<file path="src/rtl/swmode_pkg.sv">
package swmode_pkg;

  // Mode encoding is visible on mode_o.
  typedef enum logic [1:0] {
    MODE_SLEEP    = 2'b00,
    MODE_NORMAL   = 2'b01,
    MODE_FAILSAFE = 2'b10,
    MODE_FAULT    = 2'b11
  } mode_e;

  // Watchdog / handshake progress.
  typedef enum logic [1:0] {
    WD_RUN  = 2'b00,   // link alive, window counting
    WD_LOST = 2'b01,   // timed out, waiting for a word with top bit 1
    WD_HALF = 2'b10    // first handshake word seen, waiting for the second
  } wd_state_e;

  function automatic int unsigned cnt_width(input int unsigned limit);
    return (limit > 1) ? $clog2(limit) : 1;
  endfunction

endpackage

</file>
<file path="src/rtl/swmode_actmon.sv">
// Activity flag for one direct input.
module swmode_actmon #(
  parameter int unsigned IDLE_TICKS = 250
) (
  input  logic clk,
  input  logic rst_n,
  input  logic tick_i,
  input  logic din_i,
  output logic act_o
);
  import swmode_pkg::*;

  localparam int unsigned CW = cnt_width(IDLE_TICKS);
  localparam logic [CW-1:0] LAST = CW'(IDLE_TICKS - 1);

  logic [CW-1:0] cnt_q, cnt_d;
  logic          act_q, act_d;
  logic          cnt_en;

  always_comb begin
    act_d  = act_q;
    cnt_d  = cnt_q;
    cnt_en = 1'b0;
    if (din_i) begin
      act_d  = 1'b1;
      cnt_d  = '0;
      cnt_en = 1'b1;
    end else if (tick_i && act_q) begin
      cnt_en = 1'b1;
      if (cnt_q == LAST) begin
        act_d = 1'b0;
        cnt_d = '0;
      end else begin
        cnt_d = cnt_q + 1'b1;
      end
    end
  end

  always_ff @(posedge clk or negedge rst_n) begin
    if (!rst_n) begin
      act_q <= 1'b0;
      cnt_q <= '0;
    end else if (cnt_en) begin
      act_q <= act_d;
      cnt_q <= cnt_d;
    end
  end

  assign act_o = act_q;

endmodule

</file>
<file path="src/rtl/swmode_wdog.sv">
// Top-bit alternation watchdog with two-word recovery handshake.
module swmode_wdog #(
  parameter int unsigned WD_TICKS = 310
) (
  input  logic clk,
  input  logic rst_n,
  input  logic tick_i,
  input  logic host_i,
  input  logic wd_dis_i,
  input  logic stb_i,
  input  logic msb_i,
  output logic lost_o
);
  import swmode_pkg::*;

  localparam int unsigned CW = cnt_width(WD_TICKS);
  localparam logic [CW-1:0] LAST = CW'(WD_TICKS - 1);

  wd_state_e     st_q, st_d;
  logic [CW-1:0] cnt_q, cnt_d;
  logic          last_q, last_d;
  logic          armed_q, armed_d;
  logic          host_q;
  logic          host_rise;
  logic          window_end;

  assign host_rise  = host_i && !host_q;
  assign window_end = tick_i && (cnt_q == LAST);

  always_comb begin
    st_d    = st_q;
    cnt_d   = cnt_q;
    last_d  = last_q;
    armed_d = armed_q;
    if (!host_i) begin
      armed_d = 1'b0;
      st_d    = WD_RUN;
      cnt_d   = '0;
    end else if (host_rise) begin
      armed_d = 1'b1;
      st_d    = WD_RUN;
      cnt_d   = '0;
      last_d  = 1'b0;
    end else if (wd_dis_i) begin
      st_d  = WD_RUN;
      cnt_d = '0;
    end else if (armed_q) begin
      unique case (st_q)
        WD_RUN: begin
          if (stb_i && (msb_i != last_q)) begin
            cnt_d  = '0;
            last_d = msb_i;
          end else if (window_end) begin
            st_d  = WD_LOST;
            cnt_d = '0;
          end else if (tick_i) begin
            cnt_d = cnt_q + 1'b1;
          end
        end
        WD_LOST: begin
          if (stb_i && msb_i) begin
            st_d   = WD_HALF;
            cnt_d  = '0;
            last_d = 1'b1;
          end
        end
        WD_HALF: begin
          if (stb_i) begin
            st_d   = WD_RUN;
            cnt_d  = '0;
            last_d = msb_i;
          end else if (window_end) begin
            st_d  = WD_LOST;
            cnt_d = '0;
          end else if (tick_i) begin
            cnt_d = cnt_q + 1'b1;
          end
        end
        default: st_d = WD_RUN;
      endcase
    end
  end

  always_ff @(posedge clk or negedge rst_n) begin
    if (!rst_n) begin
      st_q    <= WD_RUN;
      cnt_q   <= '0;
      last_q  <= 1'b0;
      armed_q <= 1'b0;
      host_q  <= 1'b0;
    end else begin
      st_q    <= st_d;
      cnt_q   <= cnt_d;
      last_q  <= last_d;
      armed_q <= armed_d;
      host_q  <= host_i;
    end
  end

  assign lost_o = armed_q && (st_q != WD_RUN);

endmodule

</file>
<file path="src/rtl/swmode_chcmd.sv">
// Per-channel target command from the current mode.
module swmode_chcmd #(
  parameter int unsigned NCH = 2
) (
  input  swmode_pkg::mode_e mode_i,
  input  logic [NCH-1:0]    din_i,
  input  logic [NCH-1:0]    dir_en_i,
  input  logic [NCH-1:0]    on_bit_i,
  input  logic [NCH-1:0]    pwm_en_i,
  input  logic [NCH-1:0]    pwm_cmp_i,
  output logic [NCH-1:0]    cmd_o
);
  import swmode_pkg::*;

  for (genvar c = 0; c < NCH; c++) begin : g_ch
    logic reg_path;
    logic norm_cmd;

    assign reg_path = on_bit_i[c] && (pwm_en_i[c] ? pwm_cmp_i[c] : 1'b1);
    assign norm_cmd = (din_i[c] && dir_en_i[c]) || reg_path;

    always_comb begin
      unique case (mode_i)
        MODE_NORMAL:   cmd_o[c] = norm_cmd;
        MODE_FAILSAFE: cmd_o[c] = din_i[c];
        default:       cmd_o[c] = 1'b0;
      endcase
    end
  end

endmodule

</file>
<file path="src/rtl/swmode_ctrl.sv">
// Operating mode controller for a two-channel power switch.
module swmode_ctrl #(
  parameter int unsigned NCH        = 2,
  parameter int unsigned IDLE_TICKS = 250,
  parameter int unsigned WD_TICKS   = 310
) (
  input  logic           clk,
  input  logic           rst_n,
  input  logic           host_i,
  input  logic [NCH-1:0] din_i,
  input  logic           word_stb_i,
  input  logic           word_msb_i,
  input  logic [NCH-1:0] chan_flt_i,
  input  logic           glob_flt_i,
  input  logic           sup_fail_i,
  input  logic           sup_fail_en_i,
  input  logic           wd_dis_i,
  input  logic           tick_i,
  input  logic [NCH-1:0] dir_en_i,
  input  logic [NCH-1:0] on_bit_i,
  input  logic [NCH-1:0] pwm_en_i,
  input  logic [NCH-1:0] pwm_cmp_i,
  output logic [1:0]     mode_o,
  output logic [NCH-1:0] chan_cmd_o,
  output logic           fs_n_o,
  output logic           flt_n_o,
  output logic           regs_rst_o,
  output logic           reg_acc_o
);
  import swmode_pkg::*;

  logic [NCH-1:0] act;
  logic           wd_lost;
  logic           wake, fs_cond, flt_cond;
  mode_e          mode_q, mode_d;
  logic           fs_q;

  // Activity monitors, one per direct input.
  for (genvar c = 0; c < NCH; c++) begin : g_act
    swmode_actmon #(.IDLE_TICKS(IDLE_TICKS)) u_act (
      .clk    (clk),
      .rst_n  (rst_n),
      .tick_i (tick_i),
      .din_i  (din_i[c]),
      .act_o  (act[c])
    );
  end

  swmode_wdog #(.WD_TICKS(WD_TICKS)) u_wd (
    .clk      (clk),
    .rst_n    (rst_n),
    .tick_i   (tick_i),
    .host_i   (host_i),
    .wd_dis_i (wd_dis_i),
    .stb_i    (word_stb_i),
    .msb_i    (word_msb_i),
    .lost_o   (wd_lost)
  );

  // Combined conditions.
  assign wake     = host_i || (|act);
  assign fs_cond  = (sup_fail_i && sup_fail_en_i) || (wd_lost && !wd_dis_i);
  assign flt_cond = (|chan_flt_i) || glob_flt_i;

  // Mode decode with fault priority.
  always_comb begin
    if (!wake)        mode_d = MODE_SLEEP;
    else if (flt_cond) mode_d = MODE_FAULT;
    else if (fs_cond)  mode_d = MODE_FAILSAFE;
    else               mode_d = MODE_NORMAL;
  end

  always_ff @(posedge clk or negedge rst_n) begin
    if (!rst_n) begin
      mode_q <= MODE_SLEEP;
      fs_q   <= 1'b0;
    end else begin
      mode_q <= mode_d;
      fs_q   <= fs_cond && wake;
    end
  end

  swmode_chcmd #(.NCH(NCH)) u_cmd (
    .mode_i    (mode_q),
    .din_i     (din_i),
    .dir_en_i  (dir_en_i),
    .on_bit_i  (on_bit_i),
    .pwm_en_i  (pwm_en_i),
    .pwm_cmp_i (pwm_cmp_i),
    .cmd_o     (chan_cmd_o)
  );

  // Status and register control.
  assign mode_o     = mode_q;
  assign fs_n_o     = !((mode_q == MODE_FAILSAFE) || ((mode_q == MODE_FAULT) && fs_q));
  assign flt_n_o    = (mode_q != MODE_FAULT);
  assign regs_rst_o = (mode_q == MODE_SLEEP) || fs_q;
  assign reg_acc_o  = (mode_q == MODE_NORMAL);

endmodule

</file>
<file path="config.mk">
export PLATFORM = sky130hd
export DESIGN_NAME = swmode_ctrl
export DESIGN_NICKNAME = d
export VERILOG_FILES = /design/src/rtl/swmode_pkg.sv /design/src/rtl/swmode_actmon.sv /design/src/rtl/swmode_wdog.sv /design/src/rtl/swmode_chcmd.sv /design/src/rtl/swmode_ctrl.sv
export SDC_FILE = /design/constraint.sdc
export NUM_CORES = 1
export LEC_CHECK = 0
export ABC_AREA = 1
export BUFFER_PORTS_ARGS = -buffer_cell sky130_fd_sc_hd__buf_2
export CAP_MARGIN = 25
export CORE_MARGIN = 2
export CORE_UTILIZATION = 52
export CTS_CLUSTER_SIZE = 12
export DETAILED_ROUTE_END_ITERATION = 8
export PLACE_DENSITY = 0.8
export SLEW_MARGIN = 40
export SYNTH_ARGS = -nofsm -noshare
export SYNTH_HDL_FRONTEND = slang
export SYNTH_SLANG_ARGS = --single-unit
</file>
<file path="constraint.sdc">
create_clock -name clk -period 1.5 [get_ports clk]
set_input_delay 0.15 -clock clk [delete_from_list [all_inputs] [get_ports clk]]
set_output_delay 0.15 -clock clk [all_outputs]
set_load 0.03 [all_outputs]
</file>
==> key figures, run 1 <==
Timing
  • Least-Margin Pin Slew: 0.462 ns
  • Final Hold Viols: 0
  • Setup ws final: -0.241 ns
  • Slew HR: 68.9%
  • Final setup fails: 14
  • Layout Skew: 0.00601 ns
  • Unrepaired setup endpoints after global routing: true
  • F_max: 574 MHz
  • Fin. max-slew vios: 0
  • Min Clock Period, post-route: 1.74 ns
  • Final worst-path cycle share: 116%

Floorplanning
  • Die X-Extent: 70.2 um
  • CORE AREA: 4290 um2
  • Num ports: 30
  • Die ar.: 4920 um2
  • Initial Util: 53.0%
  • # rows: 24
  • Die Height: 70.2 um

Clock tree
  • H-tree levels: 2
  • Clock Pin Slew Worst Setup and Hold Paths: 0.08 ns
  • Skew-Pair Late Insertion Delay: 0.30 ns
  • Root Buffer: clkbuf_8
  • Clock sinks: 35
  • CTS buffer count: 5
  • Clock tree buffer depth: 2
  • CTS tree: built

Global routing
  • GRT overflow: 0
  • Vias in the first global route: 2,031
  • GR Util met3: 5.48%
  • Met1 GRT Util: 26.7%
  • Initial antenna violation count: 0
  • Largest net degree at the start of global routing: 17
  • Total Routing Usage GR: 22.5%
  • First-pass GRT wire length: 8740 um
  • Met2 Usage GRT: 38.1%
  • Grt peak-use layer: met2

Placed design
  • Port buffer count: 29
  • DP HPWL: 3380 um
  • Pre-CTS setup slack: 0.00813 ns
  • RePlAce Congestion: 0.854

Critical path
  • Arrival @ worst endpoint: 1.59 ns
  • CP startpoint kind: register
  • Reg2Reg Depth: 10
  • Worst-path fanout max: 3
  • Crit path required time: 1.35 ns
  • Kind of critical path: reg -> out
  • Worst Setup End Kind: output pin
  • Reg2reg start: u_wd.st_q[1]
  • R2r setup slk: -0.07 ns
  • Reg-to-Reg End: u_wd.cnt_q[2]

Logic synthesis
  • EDFF count, synth: 0
  • Gate Count Post-Synth: 303
  • Number of synthesis warnings: 0
  • Most common flop cell mapped by yosys: dfrtp_1
  • FFs w/ async S/R, synth: 100%
  • Yosys top cell by area: dfrtp_1
  • Post-synthesis cell type count: 35
  • Mean post-synth cell area: 7.52 um2
  • Mapped cell area: 2280 um2
  • Area contributors post-synth: dfrtp_1 38%, nand2_1 11%, inv_1 8.1%
  • Top cell type's share of synthesized area: 38.5%
  • Flops & latches, synth: 35
  • Sequential area share after synthesis: 38.5%
  • Synth Net Count: 339

Drt
  • Final WL: 6830 um
  • Routed vias/inst: 5.73
  • DRT antenna net count: 0
  • Iteration-0 DRC Markers: 214
  • Wirelength per Cell: 16.6 um
  • Drt pass-1 iters: 5
  • DRC Markers: 0
  • Via count: 2,356

Final layout
  • Layout cells sized above 1: 34.5%
  • Most common cell after layout, fill and taps aside: nand2_1
  • Area grow syn2layout: 32.3%
  • Fill count: 288
  • Sequential Area: 878 um2
  • Final #Nets: 394
  • Area of the multi-input gates: 1380 um2
  • Antenna Cells: 0
  • Commonest non-fill, non-tap cells in the layout: 58 x nand2_1, 39 x inv_1, 34 x nor2_1, 33 x dfrtp_1, 25 x buf_2
  • Fin util: 70.1%

Min path
  • Hold crit path type: in -> reg
  • Hold path cells: 1
  • Hold Crit Start: host_i
  • Sink of the worst hold path: u_wd.host_q

Flow run
  • Max Cap Violations: 0

Outcome
  • Failing checks: negative setup slack
  • Status: finished, violations left

Power and ir drop
  • Pwr Density: 815 nW/um2
  • Max rail drop VDD: 0.000582 V
  • Total leakage power: 1.47 nW
## how the worst max path moves through the flow
stage                       startpoint       endpoint  slack (ns)  depth (start not counted)
after floorplan              mode_o[1]  chan_cmd_o[1]       -0.02                          5
after global placement    u_wd.st_q[1]  u_wd.cnt_q[0]        0.05                          9
final                        mode_o[0]  chan_cmd_o[1]       -0.24                          6
after global routing         mode_o[1]  chan_cmd_o[1]       -0.30                          6
after CTS                    mode_o[1]  chan_cmd_o[0]       -0.13                          6
after detailed placement  u_wd.st_q[0]  u_wd.cnt_q[0]       0.008                          9
## per-stage QoR
step | setup TNS (ns) | instances | hold WS (ns) | area (um2) | power (W)
4_1_cts | -0.331 | 403 | 0.0476 | 2790 | 0.00238
3_5_place_dp | 0 | 389 | 0.0828 | 2550 | 0.00133
5_1_grt | -2.18 | 411 | 0.0450 | 3010 | 0.00255
3_3_place_gp | 0 | 389 | 0.0796 | 2550 | 0.00132
6_report | -1.15 | 411 | 0.0517 | 3010 | 0.00246
2_1_floorplan | -0.0205 | 303 | -0.146 | 2320 | 0.00123
## cells in the mapped netlist, types with 2 or more instances
cell / count
a21oi_1: 15
dfrtp_1: 35
ha_1: 14
inv_1: 49
inv_2: 3
nand2_1: 69
nand2_2: 4
nand2_4: 3
nand3_1: 20
nand3_2: 3
nand4_1: 6
nor2_1: 40
nor2_2: 3
nor3_1: 5
nor3_2: 2
o211ai_1: 2
o21ai_0: 8
o21bai_1: 3
or2_2: 3
## state kept, by name, summed over array words and instances, names as in the netlist
name,flops
u_wd.armed_q,1
u_wd.last_q,1
fs_q,1
g_act.u_act.cnt_q,16
u_wd.st_q,2
u_wd.host_q,1
u_wd.cnt_q,9
g_act.u_act.act_o,2
mode_o,2
## kinds of logic after synthesis
group	Yosys count	share of synthesized area (%)
flip-flops	35	38.5
buffers and inverters	55	9.94
XOR/XNOR	2	0.769
AND/OR/NAND/NOR	164	34.4
adder cells (fa/ha/maj)	14	7.69
multiplexers	1	0.440
AO/OA/AOI/OAI	32	8.30
## routing by layer
metal  up-vias  part of all wire (%)
met5         -                     0
met3        39                   6.5
li1       1063                     -
met4         0                   4.7
met2       146                    52
met1      1108                    37
## critical path, stage by stage (launching register included)
cell	delay [ns]
dfrtp_2	0.39
buf_6	0.12
ha_4	0.15
buf_6	0.10
o211ai_1	0.15
a21oi_4	0.23
buf_6	0.15
## cell type report
cell class | count | area share, %
Clock buffer | 6 | 2.41
Inverter | 53 | 6.73
Multi-Input combinational cell | 213 | 45.7
Tap cell | 52 | 2.16
Clock inverter | 2 | 1.99
Timing Repair Buffer | 50 | 11.8
Sequential cell | 35 | 29.2
## power by group
group / switching [W] / total, W / internal, W
sequential: 0.0000416 / 0.00102 / 0.000977
clock: 0.000373 / 0.00104 / 0.000665
combinational: 0.000252 / 0.000399 / 0.000147
total: 0.000667 / 0.00246 / 0.00179
## repair_timing
item	4_1_cts	5_1_grt
setup endpoints to repair	4	14
hold endpoints to repair	14	0
resized for setup	16	52
hold buffers	1	0
pin swaps	5	25
buffers inserted	5	9
Power figures use the tool's default switching activity.
==> run 2, diff against run 1 <==
Settings changed: ABC_AREA 1 to default, CORE_UTILIZATION 52 to 51, PLACE_DENSITY 0.8 to 0.79.
==> run 2 against run 1 <==
Compared with the run above: the flow still finishes with violations (negative setup slack); worst hold slack improved by 0.061 ns; final area down 1.1%; die area shrank 4.5%; global-route usage up 2.3 points; sequential share of layout area is 0.23 points higher; area after synthesis is 6.6% lower; critical path depth up 1; utilization is 4.3 points higher; clock power fell by 33%; first-iteration DRC count is 26% lower; clock skew grew 0.0071 ns; worst setup slack got worse by 0.14 ns; critical path type is now reg -> reg; largest power group is now registers; highest routed layer unchanged.
==> key figures, run 2 <==
Clock tree
  • Skew-Pair Late Insertion Delay: 0.31 ns
  • CTS buffer count: 5
  • Root Buffer: clkbuf_8
  • H-tree levels: 2
  • Clock Pin Slew Worst Setup and Hold Paths: 0.07 ns
  • CTS tree: built
  • Clock tree buffer depth: 2
  • Clock sinks: 35

Timing
  • Final setup fails: 15
  • Slew HR: 69.9%
  • Layout Skew: 0.0131 ns
  • Unrepaired setup endpoints after global routing: true
  • Fin. max-slew vios: 0
  • F_max: 531 MHz
  • Setup ws final: -0.383 ns
  • Final Hold Viols: 0
  • Min Clock Period, post-route: 1.88 ns
  • Final worst-path cycle share: 126%
  • Setup TNS: -4.61 ns
  • Least-Margin Pin Slew: 0.452 ns

Flow run
  • Max Cap Violations: 0

Global routing
  • Vias in the first global route: 1,915
  • Total Routing Usage GR: 24.8%
  • Largest net degree at the start of global routing: 36
  • GRT overflow: 0
  • Initial antenna violation count: 0
  • First-pass GRT wire length: 8430 um

Logic synthesis
  • Gate Count Post-Synth: 222
  • Synth Net Count: 258
  • EDFF count, synth: 0
  • Flops & latches, synth: 35
  • Sequential area share after synthesis: 41.2%
  • Number of synthesis warnings: 0
  • Mean post-synth cell area: 9.58 um2
  • Most common flop cell mapped by yosys: dfrtp_1
  • FFs w/ async S/R, synth: 100%
  • Mapped cell area: 2130 um2
  • Top cell type's share of synthesized area: 41.2%
  • Area contributors post-synth: dfrtp_1 41%, ha_1 8.2%, xor2_1 4.5%
  • Count leader, synth: dfrtp_1
  • Synth cell count leaders: 35 x dfrtp_1, 24 x nor2_1, 16 x inv_1
  • Yosys top cell by area: dfrtp_1
  • Post-synthesis cell type count: 49

Min path
  • Sink of the worst hold path: u_wd.host_q
  • Hold crit path type: in -> reg
  • Hold path cells: 2
  • Hold Crit Start: host_i

Drt
  • Routed vias/inst: 5.85
  • Wirelength per Cell: 17.0 um
  • Via count: 2,041
  • Iteration-0 DRC Markers: 159
  • DRT antenna net count: 0
  • DRC Markers: 0
  • Final WL: 5920 um
  • Drt pass-1 iters: 5

Critical path
  • Crit path required time: 1.69 ns
  • Worst-path fanout max: 5
  • Reg2reg start: u_wd.st_q[1]
  • Kind of critical path: reg -> reg
  • Worst Setup End Kind: register
  • Reg2Reg Depth: 7
  • Arrival @ worst endpoint: 2.07 ns
  • R2r setup slk: -0.38 ns
  • Reg-to-Reg End: u_wd.cnt_q[3]
  • CP startpoint kind: register

Power and ir drop
  • Max rail drop VDD: 0.000699 V
  • Total leakage power: 1.40 nW
  • Final Power: 0.00203 W
  • Pwr Density: 680 nW/um2

Placed design
  • Port buffer count: 29
  • DP HPWL: 3660 um
  • RePlAce Congestion: 0.886

Floorplanning
  • Num ports: 30
  • CORE AREA: 4000 um2
  • Die Height: 68.6 um
  • # rows: 23
  • Die ar.: 4700 um2
  • Die X-Extent: 68.6 um
  • Initial Util: 53.1%

Outcome
  • Status: finished, violations left
  • Failing checks: negative setup slack

Final layout
  • Largest regs: g_act.u_act.cnt_q: 16 flops, u_wd.cnt_q: 9 flops
  • Antenna Cells: 0
  • Commonest non-fill, non-tap cells in the layout: 35 x dfrtp_1, 33 x buf_4, 26 x buf_2, 24 x nor2_1
  • Max FFs per register: 16
  • Area grow syn2layout: 40.1%
  • Most common cell after layout, fill and taps aside: dfrtp_1
  • Final #Nets: 334
  • Fill count: 257
  • Layout cells sized above 1: 37.8%
  • Largest Register: g_act.u_act.cnt_q
run 2: changes by cell type after synthesis, sizes merged, moves of 5 or more:
cell and change:
nor2b +5, xor2 +10, inv -36, nand2 -64
nand3 -16, nand4 +6, a22o +5, a21oi -10
nor2 -19
run 2: what timing repair did:
action	in CTS	in global routing
pin swaps	7	11
cloned	0	1
setup endpoints to repair	15	17
endpoints found under the hold margin	35	0
resized for setup	19	23
setup buffers	4	7
hold buffers	1	0
run 2: cell families (layout without fill, tap and decap cells):
logic type,Yosys count,after routing,share of synthesized area (%)
and+or+nand+nor,92,92,23.9
xor gates and xnor gates,13,13,5.36
DFF,35,35,41.2
buffers and inverters,19,96,3.41
AOI/OAI and AO/OA,48,48,17.4
muxes,1,1,0.471
adders and majority gates,14,14,8.24
run 2: worst max-delay path by stage:
stage,start,to,slack (ns),cells past startpoint
floorplan,u_wd.st_q[1],u_wd.cnt_q[2],-0.29,6
global placement,u_wd.st_q[0],u_wd.cnt_q[2],-0.37,7
detailed placement,u_wd.st_q[0],u_wd.cnt_q[3],-0.42,7
CTS,u_wd.st_q[0],u_wd.cnt_q[0],-0.35,7
global route,u_wd.st_q[1],u_wd.cnt_q[2],-0.45,7
finish,u_wd.st_q[1],u_wd.cnt_q[3],-0.38,7
run 2: where the power goes:
group | internal (W) | switching (W) | leakage, nW
registers | 0.000967 | 0.0000302 | 0.465
logic | 0.000147 | 0.000190 | 0.893
clock network | 0.000323 | 0.000369 | 0.0402
run 2: critical path, stage by stage (launching register included):
cell,delay (ns)
dfrtp_1,0.38
inv_2,0.08
ha_4,0.16
or3_4,0.40
a31oi_4,0.21
nor4_4,0.08
buf_6,0.13
a221o_1,0.31
run 2: cell type report:
| type | instances | area, um2 | share of cell area (%) |
|---|---|---|---|
| clock inverter | 3 | 20.0 | 0.672 |
| sequential | 35 | 876 | 29.4 |
| multi-input combinational | 168 | 1360 | 45.7 |
| timing repair buffer | 72 | 532 | 17.8 |
| inverter | 16 | 60.1 | 2.02 |
| tap | 50 | 62.6 | 2.10 |
| clock buffer | 5 | 68.8 | 2.31 |
run 2: per-stage QoR:
step           hold slack (ns)  setup WS (ns)  std cells  area [um2]  utilization (%)
2_1_floorplan           -0.146         -0.285        222        2180                -
3_3_place_gp             0.208         -0.375        332        2640             66.1
3_5_place_dp             0.215         -0.418        332        2640             66.1
4_1_cts                 0.0953         -0.348        344        2830             70.8
5_1_grt                 0.0996         -0.447        349        2980             74.5
6_report                 0.112         -0.383        349        2980             74.5
run 2: per-layer routing:
metal	track usage, %	vias to the layer above	part of all wire [%]
li1	-	965	-
met1	30.4	1004	42
met2	41.9	60	51
met3	4.87	12	4.9
met4	11.5	0	2.3
met5	0	-	0
==> run 3, diff against run 2 <==
Settings changed: SKIP_CTS_REPAIR_TIMING from default to 1.
==> run 3 against run 2 <==
Compared with the run above: the run still ends with negative setup slack left; worst setup slack lost 0.017 ns; non-clock buffer count shrank 6; clock power is essentially flat; die area is the same; critical path depth shrank 1; worst hold slack lost 0.023 ns; power shrank 0.43%; via count shrank 2.2%; clock skew is essentially flat; maximum frequency shrank 0.88%.
==> key figures, run 3 (same netlist as run 2, synthesis figures left out) <==
Final layout
  • Antenna Cells: 0
  • Fin util: 73.7%
  • Layout cells sized above 1: 36.9%
  • Largest regs: g_act.u_act.cnt_q: 16 flops, u_wd.cnt_q: 9 flops
  • Max FFs per register: 16
  • Fill count: 255
  • Commonest non-fill, non-tap cells in the layout: 35 x dfrtp_1, 31 x buf_4, 25 x buf_2, 24 x nor2_1
  • Area grow syn2layout: 38.6%
  • Most common cell after layout, fill and taps aside: dfrtp_1
  • Cell area after layout: 2950 um2
  • Final #Nets: 328
  • Largest Register: g_act.u_act.cnt_q

Drt
  • DRC Markers: 0
  • Final WL: 5560 um
  • Iteration-0 DRC Markers: 84
  • Via count: 1,997
  • Drt pass-1 iters: 4
  • Wirelength per Cell: 16.2 um
  • Routed vias/inst: 5.82
  • DRT antenna net count: 0

Timing
  • Worst hold margin: 0.0899 ns
  • Slew HR: 62.5%
  • Unrepaired setup endpoints after global routing: true
  • Final Hold Viols: 0
  • Setup TNS: -4.18 ns
  • Least-Margin Pin Slew: 0.559 ns
  • Setup ws final: -0.400 ns
  • Final worst-path cycle share: 127%
  • Final setup fails: 15
  • Layout Skew: 0.0128 ns
  • Min Clock Period, post-route: 1.90 ns
  • Fin. max-slew vios: 0
  • F_max: 526 MHz

Placed design
  • Port buffer count: 29
  • DP HPWL: 3660 um
  • RePlAce Congestion: 0.886
  • Placed Area: 2640 um2

Clock tree
  • Clock sinks: 35
  • Skew-Pair Late Insertion Delay: 0.31 ns
  • CTS tree: built
  • Root Buffer: clkbuf_8
  • Clock Pin Slew Worst Setup and Hold Paths: 0.08 ns
  • CTS buffer count: 5
  • Clock tree buffer depth: 2
  • H-tree levels: 2

Floorplanning
  • # rows: 23
  • Die X-Extent: 68.6 um
  • Die Height: 68.6 um
  • Initial Util: 53.1%
  • Num ports: 30
  • CORE AREA: 4000 um2
  • Die ar.: 4700 um2

Critical path
  • R2r setup slk: -0.40 ns
  • Worst Setup End Kind: register
  • Reg-to-Reg End: u_wd.cnt_q[1]
  • Worst-path fanout max: 9
  • CP startpoint kind: register
  • Arrival @ worst endpoint: 2.13 ns
  • Kind of critical path: reg -> reg
  • Crit path required time: 1.73 ns
  • Reg2Reg Depth: 6
  • Reg2reg start: u_wd.st_q[1]

Global routing
  • First-pass GRT wire length: 7910 um
  • GRT overflow: 0
  • Vias in the first global route: 1,826
  • Initial antenna violation count: 0
  • Largest net degree at the start of global routing: 36
  • Total Routing Usage GR: 23.1%

Outcome
  • Failing checks: negative setup slack
  • Status: finished, violations left

Flow run
  • Max Cap Violations: 0

Power and ir drop
  • Total leakage power: 1.37 nW
  • Pwr Density: 685 nW/um2
  • Final Power: 0.00202 W
  • Max rail drop VDD: 0.000646 V

Min path
  • Sink of the worst hold path: u_wd.host_q
  • Hold crit path type: in -> reg
  • Hold path cells: 2
  • Hold Crit Start: host_i
==> run 3: layout make-up <==
class,count,area [um2],share of cell area [%]
flip-flops and latches,35,876,29.7
inverters,16,60.1,2.04
clock inverters,3,20.0,0.679
clock buffers,5,68.8,2.34
repair buffers,66,478,16.2
multi-input cells,168,1380,46.9
well taps,50,62.6,2.12
==> run 3: per-layer routing <==
layer  global-route usage [%]  vias up  wire, um
met1                     28.9      969      2410
met2                     37.9       61      2760
met5                        0        -         0
li1                         -      954         -
met3                     4.87       13       255
met4                     10.8        0       138
==> run 3: worst max-delay path by stage <==
stage,start,end,slack [ns],cells past startpoint
detailed placement,u_wd.st_q[0],u_wd.cnt_q[3],-0.42,7
floorplan,u_wd.st_q[1],u_wd.cnt_q[2],-0.29,6
CTS,u_wd.st_q[0],u_wd.cnt_q[3],-0.43,7
global route,u_wd.st_q[1],u_wd.cnt_q[1],-0.51,6
global placement,u_wd.st_q[0],u_wd.cnt_q[2],-0.37,7
finish,u_wd.st_q[1],u_wd.cnt_q[1],-0.40,6
==> run 3: report_power, final <==
part	internal [W]	total [W]	leakage, nW	switching (W)
Combinational	0.000144	0.000328	0.864	0.000184
Sequential	0.000967	0.000999	0.465	0.0000316
Clock	0.000323	0.000692	0.0402	0.000369
==> run 3: critical path, stage by stage (launching register included) <==
cell	delay, ns
dfrtp_1	0.41
inv_2	0.10
ha_4	0.21
nor2b_1	0.14
o22a_2	0.27
nor4_4	0.43
a32o_2	0.26
==> run 3: per-stage QoR <==
step | setup slack, ns | instances
after global placement | -0.375 | 332
after floorplan | -0.285 | 222
after global routing | -0.510 | 343
after CTS | -0.431 | 340
after detailed placement | -0.418 | 332
final | -0.400 | 343
